### src/rtl/gpio_irq_pkg.sv
package gpio_irq_pkg;
  typedef enum logic [1:0] {
    COND_RISE = 2'b00,
    COND_FALL = 2'b01,
    COND_HIGH = 2'b10,
    COND_LOW  = 2'b11
  } cond_e;

  localparam int REG_AW = 4;
  localparam logic [REG_AW-1:0] A_DIR  = 4'd0;
  localparam logic [REG_AW-1:0] A_OUT  = 4'd1;
  localparam logic [REG_AW-1:0] A_PIN  = 4'd2;
  localparam logic [REG_AW-1:0] A_IEN  = 4'd3;
  localparam logic [REG_AW-1:0] A_STAT = 4'd4;
  localparam logic [REG_AW-1:0] A_CFG0 = 4'd8;
endpackage

### src/rtl/gpio_rst_sync.sv
module gpio_rst_sync (
  input  logic clk,
  input  logic arst_n,
  output logic rst_n_o
);
  logic [1:0] stage_q;

  always_ff @(posedge clk or negedge arst_n) begin
    if (!arst_n) stage_q <= 2'b00;
    else         stage_q <= {stage_q[0], 1'b1};
  end

  assign rst_n_o = stage_q[1];
endmodule

### src/rtl/gpio_in_sync.sv
module gpio_in_sync #(
  parameter int WIDTH = 8
) (
  input  logic             clk,
  input  logic             rst_n,
  input  logic [WIDTH-1:0] raw_i,
  output logic [WIDTH-1:0] lvl_o,
  output logic [WIDTH-1:0] prv_o
);
  logic [WIDTH-1:0] meta_q, lvl_q, prv_q;

  always_ff @(posedge clk or negedge rst_n) begin
    if (!rst_n) begin
      meta_q <= '0;
      lvl_q  <= '0;
      prv_q  <= '0;
    end else begin
      meta_q <= raw_i;
      lvl_q  <= meta_q;
      prv_q  <= lvl_q;
    end
  end

  assign lvl_o = lvl_q;
  assign prv_o = prv_q;
endmodule

### src/rtl/gpio_w1c_flag.sv
module gpio_w1c_flag (
  input  logic clk,
  input  logic rst_n,
  input  logic hit_i,
  input  logic clr_i,
  output logic flag_o
);
  logic flag_q, flag_d;

  always_comb begin
    flag_d = flag_q;
    if (clr_i) flag_d = 1'b0;
    if (hit_i) flag_d = 1'b1;
  end

  always_ff @(posedge clk or negedge rst_n) begin
    if (!rst_n) flag_q <= 1'b0;
    else        flag_q <= flag_d;
  end

  assign flag_o = flag_q;
endmodule

### src/rtl/gpio_chan.sv
module gpio_chan
  import gpio_irq_pkg::*;
#(
  parameter int PORT_W = 8,
  parameter int SEL_W  = $clog2(PORT_W)
) (
  input  logic              clk,
  input  logic              rst_n,
  input  logic [PORT_W-1:0] lvl_i,
  input  logic [PORT_W-1:0] prv_i,
  input  logic [SEL_W-1:0]  sel_i,
  input  logic [1:0]        cond_i,
  input  logic              clr_i,
  output logic              flag_o
);
  logic cur, old, hit;

  always_comb begin
    cur = lvl_i[sel_i];
    old = prv_i[sel_i];
    unique case (cond_e'(cond_i))
      COND_RISE: hit = cur & ~old;
      COND_FALL: hit = ~cur & old;
      COND_HIGH: hit = cur;
      COND_LOW:  hit = ~cur;
      default:   hit = 1'b0;
    endcase
  end

  gpio_w1c_flag u_flag (
    .clk    (clk),
    .rst_n  (rst_n),
    .hit_i  (hit),
    .clr_i  (clr_i),
    .flag_o (flag_o)
  );
endmodule

### src/rtl/gpio_irq_port.sv
module gpio_irq_port
  import gpio_irq_pkg::*;
#(
  parameter int PORT_W = 8,
  parameter int NUM_CH = 4
) (
  input  logic              clk,
  input  logic              arst_n,
  input  logic              bus_we,
  input  logic [3:0]        bus_addr,
  input  logic [PORT_W-1:0] bus_wdata,
  output logic [PORT_W-1:0] bus_rdata,
  input  logic [PORT_W-1:0] pin_in,
  output logic [PORT_W-1:0] pin_out,
  output logic [PORT_W-1:0] pin_oe,
  output logic              irq
);
  localparam int SEL_W = $clog2(PORT_W);
  localparam int CFG_W = SEL_W + 2;
  localparam int ST_W  = NUM_CH + 1;

  logic                  rst_n;
  logic [PORT_W-1:0]     dir_q, dir_d, out_q, out_d;
  logic [ST_W-1:0]       ien_q, ien_d;
  logic [CFG_W-1:0]      cfg_q [NUM_CH];
  logic [CFG_W-1:0]      cfg_d [NUM_CH];
  logic [PORT_W-1:0]     lvl, prv, pin_read;
  logic [ST_W-1:0]       stat, clr;

  gpio_rst_sync u_rst (
    .clk     (clk),
    .arst_n  (arst_n),
    .rst_n_o (rst_n)
  );

  gpio_in_sync #(.WIDTH(PORT_W)) u_sync (
    .clk   (clk),
    .rst_n (rst_n),
    .raw_i (pin_in),
    .lvl_o (lvl),
    .prv_o (prv)
  );

  // next-state for the configuration registers
  always_comb begin
    dir_d = dir_q;
    out_d = out_q;
    ien_d = ien_q;
    clr   = '0;
    if (bus_we && bus_addr == A_DIR)  dir_d = bus_wdata;
    if (bus_we && bus_addr == A_OUT)  out_d = bus_wdata;
    if (bus_we && bus_addr == A_IEN)  ien_d = bus_wdata[ST_W-1:0];
    if (bus_we && bus_addr == A_STAT) clr   = bus_wdata[ST_W-1:0];
    for (int n = 0; n < NUM_CH; n++) begin
      cfg_d[n] = cfg_q[n];
      if (bus_we && bus_addr == A_CFG0 + 4'(n)) cfg_d[n] = bus_wdata[CFG_W-1:0];
    end
  end

  always_ff @(posedge clk or negedge rst_n) begin
    if (!rst_n) begin
      dir_q <= '0;
      out_q <= '0;
      ien_q <= '0;
      for (int n = 0; n < NUM_CH; n++) cfg_q[n] <= '0;
    end else begin
      dir_q <= dir_d;
      out_q <= out_d;
      ien_q <= ien_d;
      for (int n = 0; n < NUM_CH; n++) cfg_q[n] <= cfg_d[n];
    end
  end

  // mapped-pin channels
  for (genvar g = 0; g < NUM_CH; g++) begin : g_ch
    gpio_chan #(.PORT_W(PORT_W), .SEL_W(SEL_W)) u_chan (
      .clk    (clk),
      .rst_n  (rst_n),
      .lvl_i  (lvl),
      .prv_i  (prv),
      .sel_i  (cfg_q[g][SEL_W-1:0]),
      .cond_i (cfg_q[g][CFG_W-1:SEL_W]),
      .clr_i  (clr[g]),
      .flag_o (stat[g])
    );
  end

  // port-wide change detector
  gpio_w1c_flag u_chg (
    .clk    (clk),
    .rst_n  (rst_n),
    .hit_i  (|(lvl ^ prv)),
    .clr_i  (clr[NUM_CH]),
    .flag_o (stat[NUM_CH])
  );

  assign pin_read = (dir_q & out_q) | (~dir_q & lvl);
  assign pin_out  = out_q;
  assign pin_oe   = dir_q;
  assign irq      = |(stat & ien_q);

  always_comb begin
    bus_rdata = '0;
    unique case (bus_addr)
      A_DIR:  bus_rdata = dir_q;
      A_OUT:  bus_rdata = out_q;
      A_PIN:  bus_rdata = pin_read;
      A_IEN:  bus_rdata[ST_W-1:0] = ien_q;
      A_STAT: bus_rdata[ST_W-1:0] = stat;
      default: begin
        for (int n = 0; n < NUM_CH; n++)
          if (bus_addr == A_CFG0 + 4'(n)) bus_rdata[CFG_W-1:0] = cfg_q[n];
      end
    endcase
  end
endmodule

### config.mk
export PLATFORM = sky130hd
export DESIGN_NAME = gpio_irq_port
export DESIGN_NICKNAME = d
export VERILOG_FILES = /design/src/rtl/gpio_irq_pkg.sv /design/src/rtl/gpio_rst_sync.sv /design/src/rtl/gpio_in_sync.sv /design/src/rtl/gpio_w1c_flag.sv /design/src/rtl/gpio_chan.sv /design/src/rtl/gpio_irq_port.sv
export SDC_FILE = /design/constraint.sdc
export NUM_CORES = 1
export LEC_CHECK = 0
export BUFFER_PORTS_ARGS = -buffer_cell sky130_fd_sc_hd__buf_2
export CAP_MARGIN = 20
export CORE_MARGIN = 2
export CORE_UTILIZATION = 60
export CTS_CLUSTER_SIZE = 28
export DETAILED_ROUTE_END_ITERATION = 10
export PLACE_DENSITY = 0.9
export SYNTH_ARGS = -nofsm -noshare
export SYNTH_HDL_FRONTEND = slang
export SYNTH_SLANG_ARGS = --single-unit
### constraint.sdc
create_clock -name clk -period 6.4 [get_ports clk]
set_clock_uncertainty 0.1 [all_clocks]
set_input_delay 0.32 -clock clk [delete_from_list [all_inputs] [get_ports clk]]
set_output_delay 0.32 -clock clk [all_outputs]
set_load 0.05 [all_outputs]
==> results, run 1 <==
- Setup repair after global routing left no endpoint under its margin.
- The startpoint identified for the worst register-to-register timing path is cfg_q[5].
- The global-route wire length before repair is between 10000 and 15000 um.
- The total power draw is ~1400 uW.
- The number of antenna violations at the first check in global routing is 0.
- The clock transition at the registers of the reported paths is approximately 0.070 ns.
- By area the synthesized netlist is led by sky130_fd_sc_hd__dfrtp_1 50%, sky130_fd_sc_hd__mux4_2 8.1%, sky130_fd_sc_hd__mux2_2 6.6%.
- The sink count of the clock tree is 72.
- The routability-driven placement congestion ratio is roughly 0.95.
- In the routed design, unresolved DRC markers number 0.
- For this block, the via count after detailed routing is 2859.
- The final-stage net count is 379.
- The final layout contains routed wiring with a total length of 8876 um.
- In the global route stage, overall resource usage came out at between 20 and 30%.
- The signal on the critical path passes through buf_2 > nor2b_1 > and3_1 > a32oi_1 > o21ai_0 > a211o_1 > buf_2.
- After synthesis, the netlist uses 37 different library cells.
- Once the clock tree was built, the setup fixing pass inserted 0 buffers.
- In this design, the stage delay of the slowest critical-path cell is about 0.54 ns.
- The endpoint arrival time on the critical path is a little over 2 ns.
- The row count is 28.
- The total die area is 6648 sq um.
- The final total negative setup slack is 0 ns.
- The H-tree was split into 3 levels.
- Once layout is done, the placed cells without fillers occupy approximately 4200 sq um.
- The total of endpoints with negative setup slack in the final report is 0.
- The overall overflow remaining after global route is 0.
- The count of endpoints failing hold in the final timing report is 0.
- The total power per unit cell area is about 330 nW/um^2.
- The time the worst path needs with I/O delays and setup is about 2.5 ns.
- Yosys printed 0 warnings.
- Global routing consumed, on the met1 layer, a little under two fifths of the routing resources.
- The final standard cell count with taps included and fillers excluded is 436.
- The synthesis-to-finish area growth is 15.50%.
- Once the floorplan was initialized, standard cells occupied between 60 and 70% of the core.
- The category of the worst setup path capture point is a primary output.
- The count of nets left with antenna violations once routing finished came out at 0.
- In the global route stage, met2 resource usage came out at 46.72%.
- The clock tree from TritonCTS is built.
- The detailed-routing iteration count for the pre-antenna-repair pass is 8.
- The static leakage is 0.001850 uW.
- The tightest slew margin relative to the limit is between 50% and 60%.
- The flow ran to the end, and the final reports show no timing, DRC or antenna violations.
- The endpoint of the lowest-slack register-to-register path is g_ch[2].u_chan.u_flag.flag_o.
- The register area share after synthesis is roughly half.
- The maximum ir drop on the vdd rail is about 0.22 mV.
- Max-cap violations in this run came to 0.
- The clock insertion delay at the later pin of the skew report is approximately 0.35 ns.
- The cell sitting at the root of the clock tree is a sky130_fd_sc_hd__clkbuf_8.
- After synthesis, the largest area contributor takes up 49.95% of total cell area.
- In this run the vertical extent of the chip is about 82 um.
- The most frequent cell on the critical path is sky130_fd_sc_hd__buf_2.
- Global routing consumed, on the met3 layer, between 7 and 8% of the routing resources.
- For the worst setup path, the data required time is ~6.0 ns.
- The post-detailed-placement half-perimeter wirelength is about 6200 um.
- The mapped netlist covers 3607 sq um.
- Averaged over all synthesized cells, the footprint is about 12 sq um.
- STA classifies the critical path startpoint as an input pin.
- In this run, CTS created clock tree buffers numbering 9.
- Of the cells placed in the final design, the portion with a size suffix greater than 1 is between 20 and 30%.
- The post-detailed-route via-to-cell ratio is 6.557.
- Entering global routing, the biggest net connects 40 pins.
- The final-report max-slew violation count came to 0.
- The maximum count of clock buffers along a single path is 2.
- The critical-path cell with the highest stage delay is sky130_fd_sc_hd__nor2b_1.
- The worst hold path passes through 2 cells.
- The register-to-register setup slack is 4.48 ns.
- Synthesis handed over a netlist of 300 instances.
- After layout, the worst path uses 38.41% of the clock period.
- The total area inside the core boundary comes to 5851 sq um.
- Of all cell types, the one taking the most synthesized area is sky130_fd_sc_hd__dfrtp_1.
- The path class of the tightest hold or removal check is in -> reg.
- The highest fanout seen on the critical path is 11.
- The cell area after placement is just under 4000 sq um.
- 48 I/O pins were placed.
- The most heavily used metal layer in global routing is met2.
- The die is 81.54 um wide.
- The number of global-route vias before repair is 2735.
- The starting DRC count in detailed routing is ~330.
- The final antenna diode count is 0.
- The worst register-to-register path has a depth of 5.
- The worst setup path is of the in -> out kind.
- The startpoint identified for the worst hold timing path is bus_wdata[5].
- In this run, placement finished with an instance count of between 400 and 500.
- For hold timing, the worst endpoint is pin_out[5].
- For the pin with the worst max-slew slack, the measured transition is 0.6748 ns.
- The number of nets in the synthesized netlist is 323.
- In this run the tool buffered the top-level ports with 47 buffer cells.
- For this run, the top clock speed supported by timing is slightly above 400 MHz.
- The post-synthesis sequential element count is a little over 70.
- The detail-routed net length per standard cell is approximately 20 um.
## through the flow
stage / hold WS, ns / utilization (%) / setup WS [ns]
floorplan: -0.07559 / - / 3.780
global placement: 0.007145 / 66.12 / 4.158
detailed placement: 0.006376 / 66.12 / 4.020
CTS: 0.1075 / 71.21 / 4.034
global route: 0.1111 / 71.21 / 3.827
finish: 0.1169 / 71.21 / 3.942
## layer usage
layer  vias to the layer above  part of all wire, %
li1                       1222                    -
met1                      1395                   39
met2                       199                   49
met3                        43                  9.0
met4                         0                  3.6
met5                         -                    0
## timing repair
action / 4_1_cts / 5_1_grt
hold buffers: 9 / 0
gates resized for setup: 0 / 0
endpoints found under the hold margin: 10 / 0
## synth_stat cells
cell	n
sky130_fd_sc_hd__dfrtp_1	72
sky130_fd_sc_hd__o21ai_0	37
sky130_fd_sc_hd__nand2_1	36
sky130_fd_sc_hd__mux2_2	21
sky130_fd_sc_hd__mux2i_1	18
sky130_fd_sc_hd__mux4_2	13
sky130_fd_sc_hd__xor2_1	11
sky130_fd_sc_hd__a21oi_1	7
sky130_fd_sc_hd__nor2_1	7
sky130_fd_sc_hd__inv_1	6
sky130_fd_sc_hd__nor3_1	6
sky130_fd_sc_hd__a22oi_1	5
sky130_fd_sc_hd__nand2b_1	5
sky130_fd_sc_hd__nor3b_1	5
sky130_fd_sc_hd__a211o_1	4
sky130_fd_sc_hd__a32oi_1	4
sky130_fd_sc_hd__buf_2	4
sky130_fd_sc_hd__mux4_1	4
sky130_fd_sc_hd__nand3_1	4
sky130_fd_sc_hd__and2_1	3
sky130_fd_sc_hd__buf_4	3
sky130_fd_sc_hd__nor2b_1	3
sky130_fd_sc_hd__o22ai_1	3
sky130_fd_sc_hd__xnor2_1	3
sky130_fd_sc_hd__buf_6	2
sky130_fd_sc_hd__clkbuf_1	2
sky130_fd_sc_hd__nor4_1	2
sky130_fd_sc_hd__a222oi_1	1
sky130_fd_sc_hd__a31oi_1	1
sky130_fd_sc_hd__and3_1	1
sky130_fd_sc_hd__buf_1	1
sky130_fd_sc_hd__conb_1	1
sky130_fd_sc_hd__nand3b_1	1
sky130_fd_sc_hd__nor3b_2	1
sky130_fd_sc_hd__nor4_4	1
sky130_fd_sc_hd__o311ai_2	1
sky130_fd_sc_hd__o32ai_1	1
## how the worst max path moves through the flow
stage	cells past startpoint	endpoint	slack (ns)	startpoint
after floorplan	4	bus_rdata[2]	3.78	pin_oe[2]
after global placement	7	bus_rdata[0]	4.16	bus_addr[3]
after detailed placement	7	bus_rdata[1]	4.02	bus_addr[3]
after CTS	7	bus_rdata[1]	4.03	bus_addr[3]
after global routing	7	bus_rdata[1]	3.83	bus_addr[3]
final	7	bus_rdata[4]	3.94	bus_addr[3]
## registers in the layout, summed over array words and instances (netlist names)
name and cells:
g_ch.u_chan.u_flag.flag_o 4, u_sync.lvl_o 8, u_sync.meta_q 8, pin_out 8, ien_q 5, u_sync.prv_o 8, cfg_q 20, u_rst.stage_q 2
u_chg.flag_o 1, pin_oe 8
## power by group
group / switching (uW) / internal (uW) / leakage, uW
sequential: 103 / 522 / 0.000858
combinational: 222 / 158 / 0.000885
clock: 167 / 202 / 0.000107
total: 492 / 882 / 0.00185
## worst max-delay path: cells and delay by family
kind	cells	cell delay [ns]
buf+inv	2	0.48
compound gates	3	0.34
simple gates	2	0.89
## cells by family after synthesis
| group | share of synthesized area [%] |
|---|---|
| AO/OA/AOI/OAI | 10.75 |
| other | 0.1040 |
| AND/OR/NAND/NOR | 10.48 |
| XOR/XNOR | 3.399 |
| flip-flops | 49.95 |
| buffers and inverters | 2.740 |
| multiplexers | 22.58 |
## placed cells by master, fill, tap and decap left out, types with 2 or more instances in the layout
cell / netlist / layout
sky130_fd_sc_hd__and2_1: 3 / 3
sky130_fd_sc_hd__nand3_1: 4 / 4
sky130_fd_sc_hd__mux2i_1: 18 / 18
sky130_fd_sc_hd__nor2b_1: 3 / 3
sky130_fd_sc_hd__nand2_1: 36 / 36
sky130_fd_sc_hd__inv_1: 6 / 6
sky130_fd_sc_hd__a32oi_1: 4 / 4
sky130_fd_sc_hd__nand2b_1: 5 / 5
sky130_fd_sc_hd__xnor2_1: 3 / 3
sky130_fd_sc_hd__dlygate4sd3_1: 0 / 9
sky130_fd_sc_hd__a21oi_1: 7 / 7
sky130_fd_sc_hd__a211o_1: 4 / 4
sky130_fd_sc_hd__o22ai_1: 3 / 3
sky130_fd_sc_hd__mux2_2: 21 / 21
sky130_fd_sc_hd__a22oi_1: 5 / 5
sky130_fd_sc_hd__clkbuf_8: 0 / 11
sky130_fd_sc_hd__o21ai_0: 37 / 37
sky130_fd_sc_hd__nor2_1: 7 / 7
sky130_fd_sc_hd__clkinv_4: 0 / 2
sky130_fd_sc_hd__mux4_2: 13 / 13
sky130_fd_sc_hd__buf_2: 4 / 47
sky130_fd_sc_hd__nor3_1: 6 / 6
sky130_fd_sc_hd__dfrtp_1: 72 / 71
sky130_fd_sc_hd__nor4_1: 2 / 2
sky130_fd_sc_hd__xor2_1: 11 / 11
sky130_fd_sc_hd__mux4_1: 4 / 4
sky130_fd_sc_hd__nor3b_1: 5 / 5
## layout make-up
class	count	area [sq um]
tap	75	93.84
fill	397	1684
clock inverter	4	52.55
clock buffer	12	155.1
timing repair buffer	57	332.8
inverter	6	22.52
multi-input combinational	210	1707
sequential	72	1803
(Power assumes the default switching activity.)
==> run 2: changes to the inputs <==
--- a/config.mk
+++ b/config.mk
@@ -5,13 +5,14 @@
 export SDC_FILE = /design/constraint.sdc
 export NUM_CORES = 1
 export LEC_CHECK = 0
+export ABC_AREA = 1
 export BUFFER_PORTS_ARGS = -buffer_cell sky130_fd_sc_hd__buf_2
 export CAP_MARGIN = 20
 export CORE_MARGIN = 2
-export CORE_UTILIZATION = 60
+export CORE_UTILIZATION = 52
 export CTS_CLUSTER_SIZE = 28
 export DETAILED_ROUTE_END_ITERATION = 10
-export PLACE_DENSITY = 0.9
+export PLACE_DENSITY = 0.83
 export SYNTH_ARGS = -nofsm -noshare
 export SYNTH_HDL_FRONTEND = slang
 export SYNTH_SLANG_ARGS = --single-unit
==> constraint.sdc (replaced) <==
create_clock -name clk -period 2.2 [get_ports clk]
set_clock_uncertainty 0.1 [all_clocks]
set_input_delay 0.11 -clock clk [delete_from_list [all_inputs] [get_ports clk]]
set_output_delay 0.11 -clock clk [all_outputs]
set_load 0.05 [all_outputs]
==> results, run 2 <==
- Among all cell types in the netlist, the one instantiated most often is sky130_fd_sc_hd__nand2_1.
- The post-synthesis net count is 551 (+71%).
- The final antenna diode count is 0 (unchanged).
- The required time of the worst setup path was 1.99 ns (-3.99 ns).
- The share of synthesized flip-flops with an asynchronous set or reset was 100.0% (unchanged).
- The largest register by flop count is cfg_q.
- The final-report max-slew violation count is 0 (unchanged).
- Timing would allow up to approximately 510 MHz.
- STA classifies the critical path startpoint as a flop.
- The area of the core is 7176 sq um (+23%).
- The die outline height is 89.78 um (+10%).
- The final standard cell utilization of the core is 62.69% (-8.5 points).
- The fraction of post-synthesis cell area in the top cell type by area was 47.09% (-2.9 points).
- The static leakage is 0.002293 uW (+24%).
- The post-detailed-placement half-perimeter wirelength is 7532 um (+22%).
- The synthesized area was 3826 sq um (+6.1%).
- The worst hold path cell count is 3 (+1).
- The sink count of the clock tree is 72 (unchanged).
- The post-detailed-route via-to-cell ratio is 5.519 (-16%).
- The total power per unit cell area came to 910.4 nW/um^2 (+180%).
- The category of the worst setup path capture point is a primary output.
- The post-synthesis cell type with the largest combined area is sky130_fd_sc_hd__dfrtp_1.
- The overall overflow remaining after global route is 0 (unchanged).
- The detail-routed net length per standard cell is 15.33 um (-25%).
- The count of cell types in the netlist is 25 (-32%).
- The endpoint of the lowest-slack register-to-register path is g_ch[1].u_chan.u_flag.flag_o.
- The number of I/O pins is 48 (unchanged).
- The length in cells of the worst reg-to-reg path is 9 (+4).
- The fraction of final layout cells with drive strength greater than 1 was 15.24% (-13 points).
- The cell area after placement is 4158 sq um (+7.5%).
- The count of endpoints failing hold in the final timing report came to 0 (unchanged).
- The actual transition at the worst max-transition pin is 0.6243 ns (-0.05048 ns).
- The final routed DRC violation total is 0 (unchanged).
- In this design, the largest share of critical-path delay is due to buffers and inverters.
- From synthesis to final layout, the design area changed by 17.56%.
- The initial cell density of the core is 53.32% (-8.3 points).
- The pin count of the biggest net entering global routing came to 71 (+78%).
- The number of global-route vias before repair came to 3608 (+32%).
- Yosys attributes the largest share of cell area to sky130_fd_sc_hd__dfrtp_1 47%, sky130_fd_sc_hd__nand2_1 21%, sky130_fd_sc_hd__nand3_1 8.2%.
- The met1 global-route usage came to 37.75% (+0.20 points).
- The worst path needs roughly 2.0 ns of the cycle, external delays included.
- The most frequent cell on the critical path is sky130_fd_sc_hd__nand3_1.
- The count of nets left with antenna violations after detail routing was 0 (unchanged).
- The total of endpoints with negative setup slack in the final report is 0 (unchanged).
- The endpoint arrival time on the critical path came to 1.76 ns (-0.28 ns).
- The maximum count of clock buffers along a single path was 2 (unchanged).
- The register-to-register setup slack is 0.62 ns (-3.86 ns).
- The number of antenna violations at the first check in global routing is 0 (unchanged).
- The area of all placed cells without fillers is 4498 sq um (+8.0%).
- The clock transition at the registers of the reported paths came to 0.08 ns (about the same).
- The global-route total usage across every layer is 28.14% (-1.0 points).
- The routability-driven placement congestion ratio is 0.9483 (-0.49%).
- The total area of multi-input combinational cells came to 1773 sq um (+3.9%).
- The global routing usage on met3 was 4.443% (-3.1 points).
- The number of flip-flops in the largest register was 20 (unchanged).
- The number of synthesized flops with an enable pin is 0 (unchanged).
- The flow ran to the end, and the final reports show no timing, DRC or antenna violations.
- The tightest hold margin is 0.09884 ns (-0.01806 ns).
- The number of buffers added on ports came to 47 (unchanged).
- The critical path in this run is classified as reg -> out.
- The number of hold buffers added after cts is 13 (+4).
- The path with the worst hold slack has its endpoint at pin_oe[4].
- The final total negative setup slack is 0 ns (unchanged).
- Clock tree synthesis selected as its root buffer the cell sky130_fd_sc_hd__clkbuf_8.
- The row count is 31 (+11%).
- In the finished design, the share of the clock period the worst path needs comes to 89.50%.
- The critical path goes through inv_1 > o21ai_0 > nand2_1 > nand3_1 > nor2_1 > nand3_1 > buf_2.
- The commonest non-fill, non-tap cell in the layout is sky130_fd_sc_hd__nand2_1.
- The total die area was 8060 sq um (+21%).
- The tightest slew margin relative to the limit came to 58.23% (+3.5 points).
- The final-stage net count is 615 (+62%).
- The register area share after synthesis is 47.09% (-2.9 points).
- The number of max-cap violations is 0 (unchanged).
- The critical-path cell with the highest stage delay is sky130_fd_sc_hd__dfrtp_1.
- The highest fanout seen on the critical path was 6 (-5).
- In this run the most used layer during global routing was met2.
- The number of filler cells placed in the layout is 662 (+67%).
- The hold path startpoint is bus_wdata[4].
- The number of warning messages in the yosys log is 0 (unchanged).
- The sequential cell area is 1803 sq um (unchanged).
- Counting instances in the post-synthesis netlist gives the leading cell types as 218 x sky130_fd_sc_hd__nand2_1, 72 x sky130_fd_sc_hd__dfrtp_1, 63 x sky130_fd_sc_hd__nand3_1.
- The number of buffer and inverter instances along the worst setup path is 2 (unchanged).
- Setup repair after global routing left no endpoint under its margin.
- The total power draw is 4095 uW (+200%).
- In the synthesized netlist the dominant register cell turns out to be sky130_fd_sc_hd__dfrtp_1.
- The post-cts gate resize count is 0 (unchanged).
- TritonCTS built the clock tree.
- The maximum level of the CTS H-tree is 3 (unchanged).
- The die outline width is 89.78 um (+10%).
- The maximum ir drop on the vdd rail is 0.4302 mV (+99%).
- The clock insertion delay at the later pin of the skew report is 0.37 ns (+0.02 ns).
- The post-CTS setup buffer count is 0 (unchanged).
- The min-delay analysis places its worst path in the category in -> reg.
- The global-route wire length before repair was 17770 um (+27%).
- The worst register-to-register path begins at cfg_q[10].
- The post-synthesis sequential element count is 72 (unchanged).
- The final wirelength is 10670 um (+20%).
- The detailed-routing iteration count for the pre-antenna-repair pass came to 7 (-1).
- The number of instances in the synthesized netlist was 528 (+76%).
- The worst stage delay on the critical path is 0.40 ns (-0.14 ns).
- The number of buffers added by the clock tree synthesis step is 9 (unchanged).
- The routing usage on met2 is 43.94% (-2.8 points).
- The total number of vias came to 3841 (+34%).
- The starting DRC count in detailed routing came to 347 (+4.2%).
- The library cells used most frequently in the layout, excluding fill and tap cells, are 218 x sky130_fd_sc_hd__nand2_1, 71 x sky130_fd_sc_hd__dfrtp_1, 63 x sky130_fd_sc_hd__nand3_1.
- The average cell area after synthesis is 7.247 sq um (-40%).
run 2: kinds of logic (layout without fill, tap and decap cells):
group / Yosys count / after routing / share of synthesized area [%]
AO/OA/AOI/OAI: 60 / 60 / 9.189
XOR/XNOR: 2 / 2 / 0.4579
buffers and inverters: 62 / 131 / 6.573
flip-flops: 72 / 72 / 47.09
other: 1 / 1 / 0.09801
AND/OR/NAND/NOR: 331 / 331 / 36.59
run 2: cell type report:
class	count	area share (%)
Clock buffer	10	3.060
Timing Repair Buffer	61	8.567
Tap cell	99	2.754
Clock inverter	6	1.613
Sequential cell	72	40.08
Multi-Input combinational cell	394	39.42
Inverter	54	4.506
run 2: worst max path at each step:
stage / startpoint / cells past startpoint / to / slack [ns]
2_1_floorplan: pin_oe[2] / 5 / bus_rdata[2] / 0.56
3_3_place_gp: bus_addr[0] / 9 / bus_rdata[2] / 0.49
3_5_place_dp: bus_addr[0] / 9 / bus_rdata[2] / 0.43
4_1_cts: u_sync.lvl_o[2] / 7 / bus_rdata[2] / 0.23
5_1_grt: u_sync.lvl_o[2] / 7 / bus_rdata[2] / 0.13
6_report: u_sync.lvl_o[2] / 7 / bus_rdata[2] / 0.23
run 2: worst register-to-register path: stages, from the launching register on:
cell and delay, ns:
sky130_fd_sc_hd__dfrtp_1 0.57, sky130_fd_sc_hd__inv_1 0.22, sky130_fd_sc_hd__nand2_1 0.11, sky130_fd_sc_hd__nand3_1 0.10, sky130_fd_sc_hd__nand2_1 0.09, sky130_fd_sc_hd__nand2_1 0.05
sky130_fd_sc_hd__nand2_1 0.06, sky130_fd_sc_hd__nor2_1 0.04, sky130_fd_sc_hd__nand2_1 0.06, sky130_fd_sc_hd__nand3_1 0.07
run 2: where the power goes:
| part | leakage [uW] | switching (uW) | internal, uW | total [uW] |
|---|---|---|---|---|
| logic | 0.00132 | 858 | 375 | 1230 |
| registers | 0.000868 | 238 | 1510 | 1740 |
| clock network | 0.000104 | 550 | 568 | 1120 |
| total | 0.00229 | 1650 | 2450 | 4090 |
run 2: per-stage QoR:
step,setup slack (ns),cells
floorplan,0.5610,528
global placement,0.4947,667
detailed placement,0.4348,667
CTS,0.2335,696
global route,0.1261,696
finish,0.2310,696
run 2: metal layers:
layer	wire length [um]	share of wire [%]
met5	0	0
met4	451	4.2
met3	797	7.5
met2	4919	46
met1	4502	42
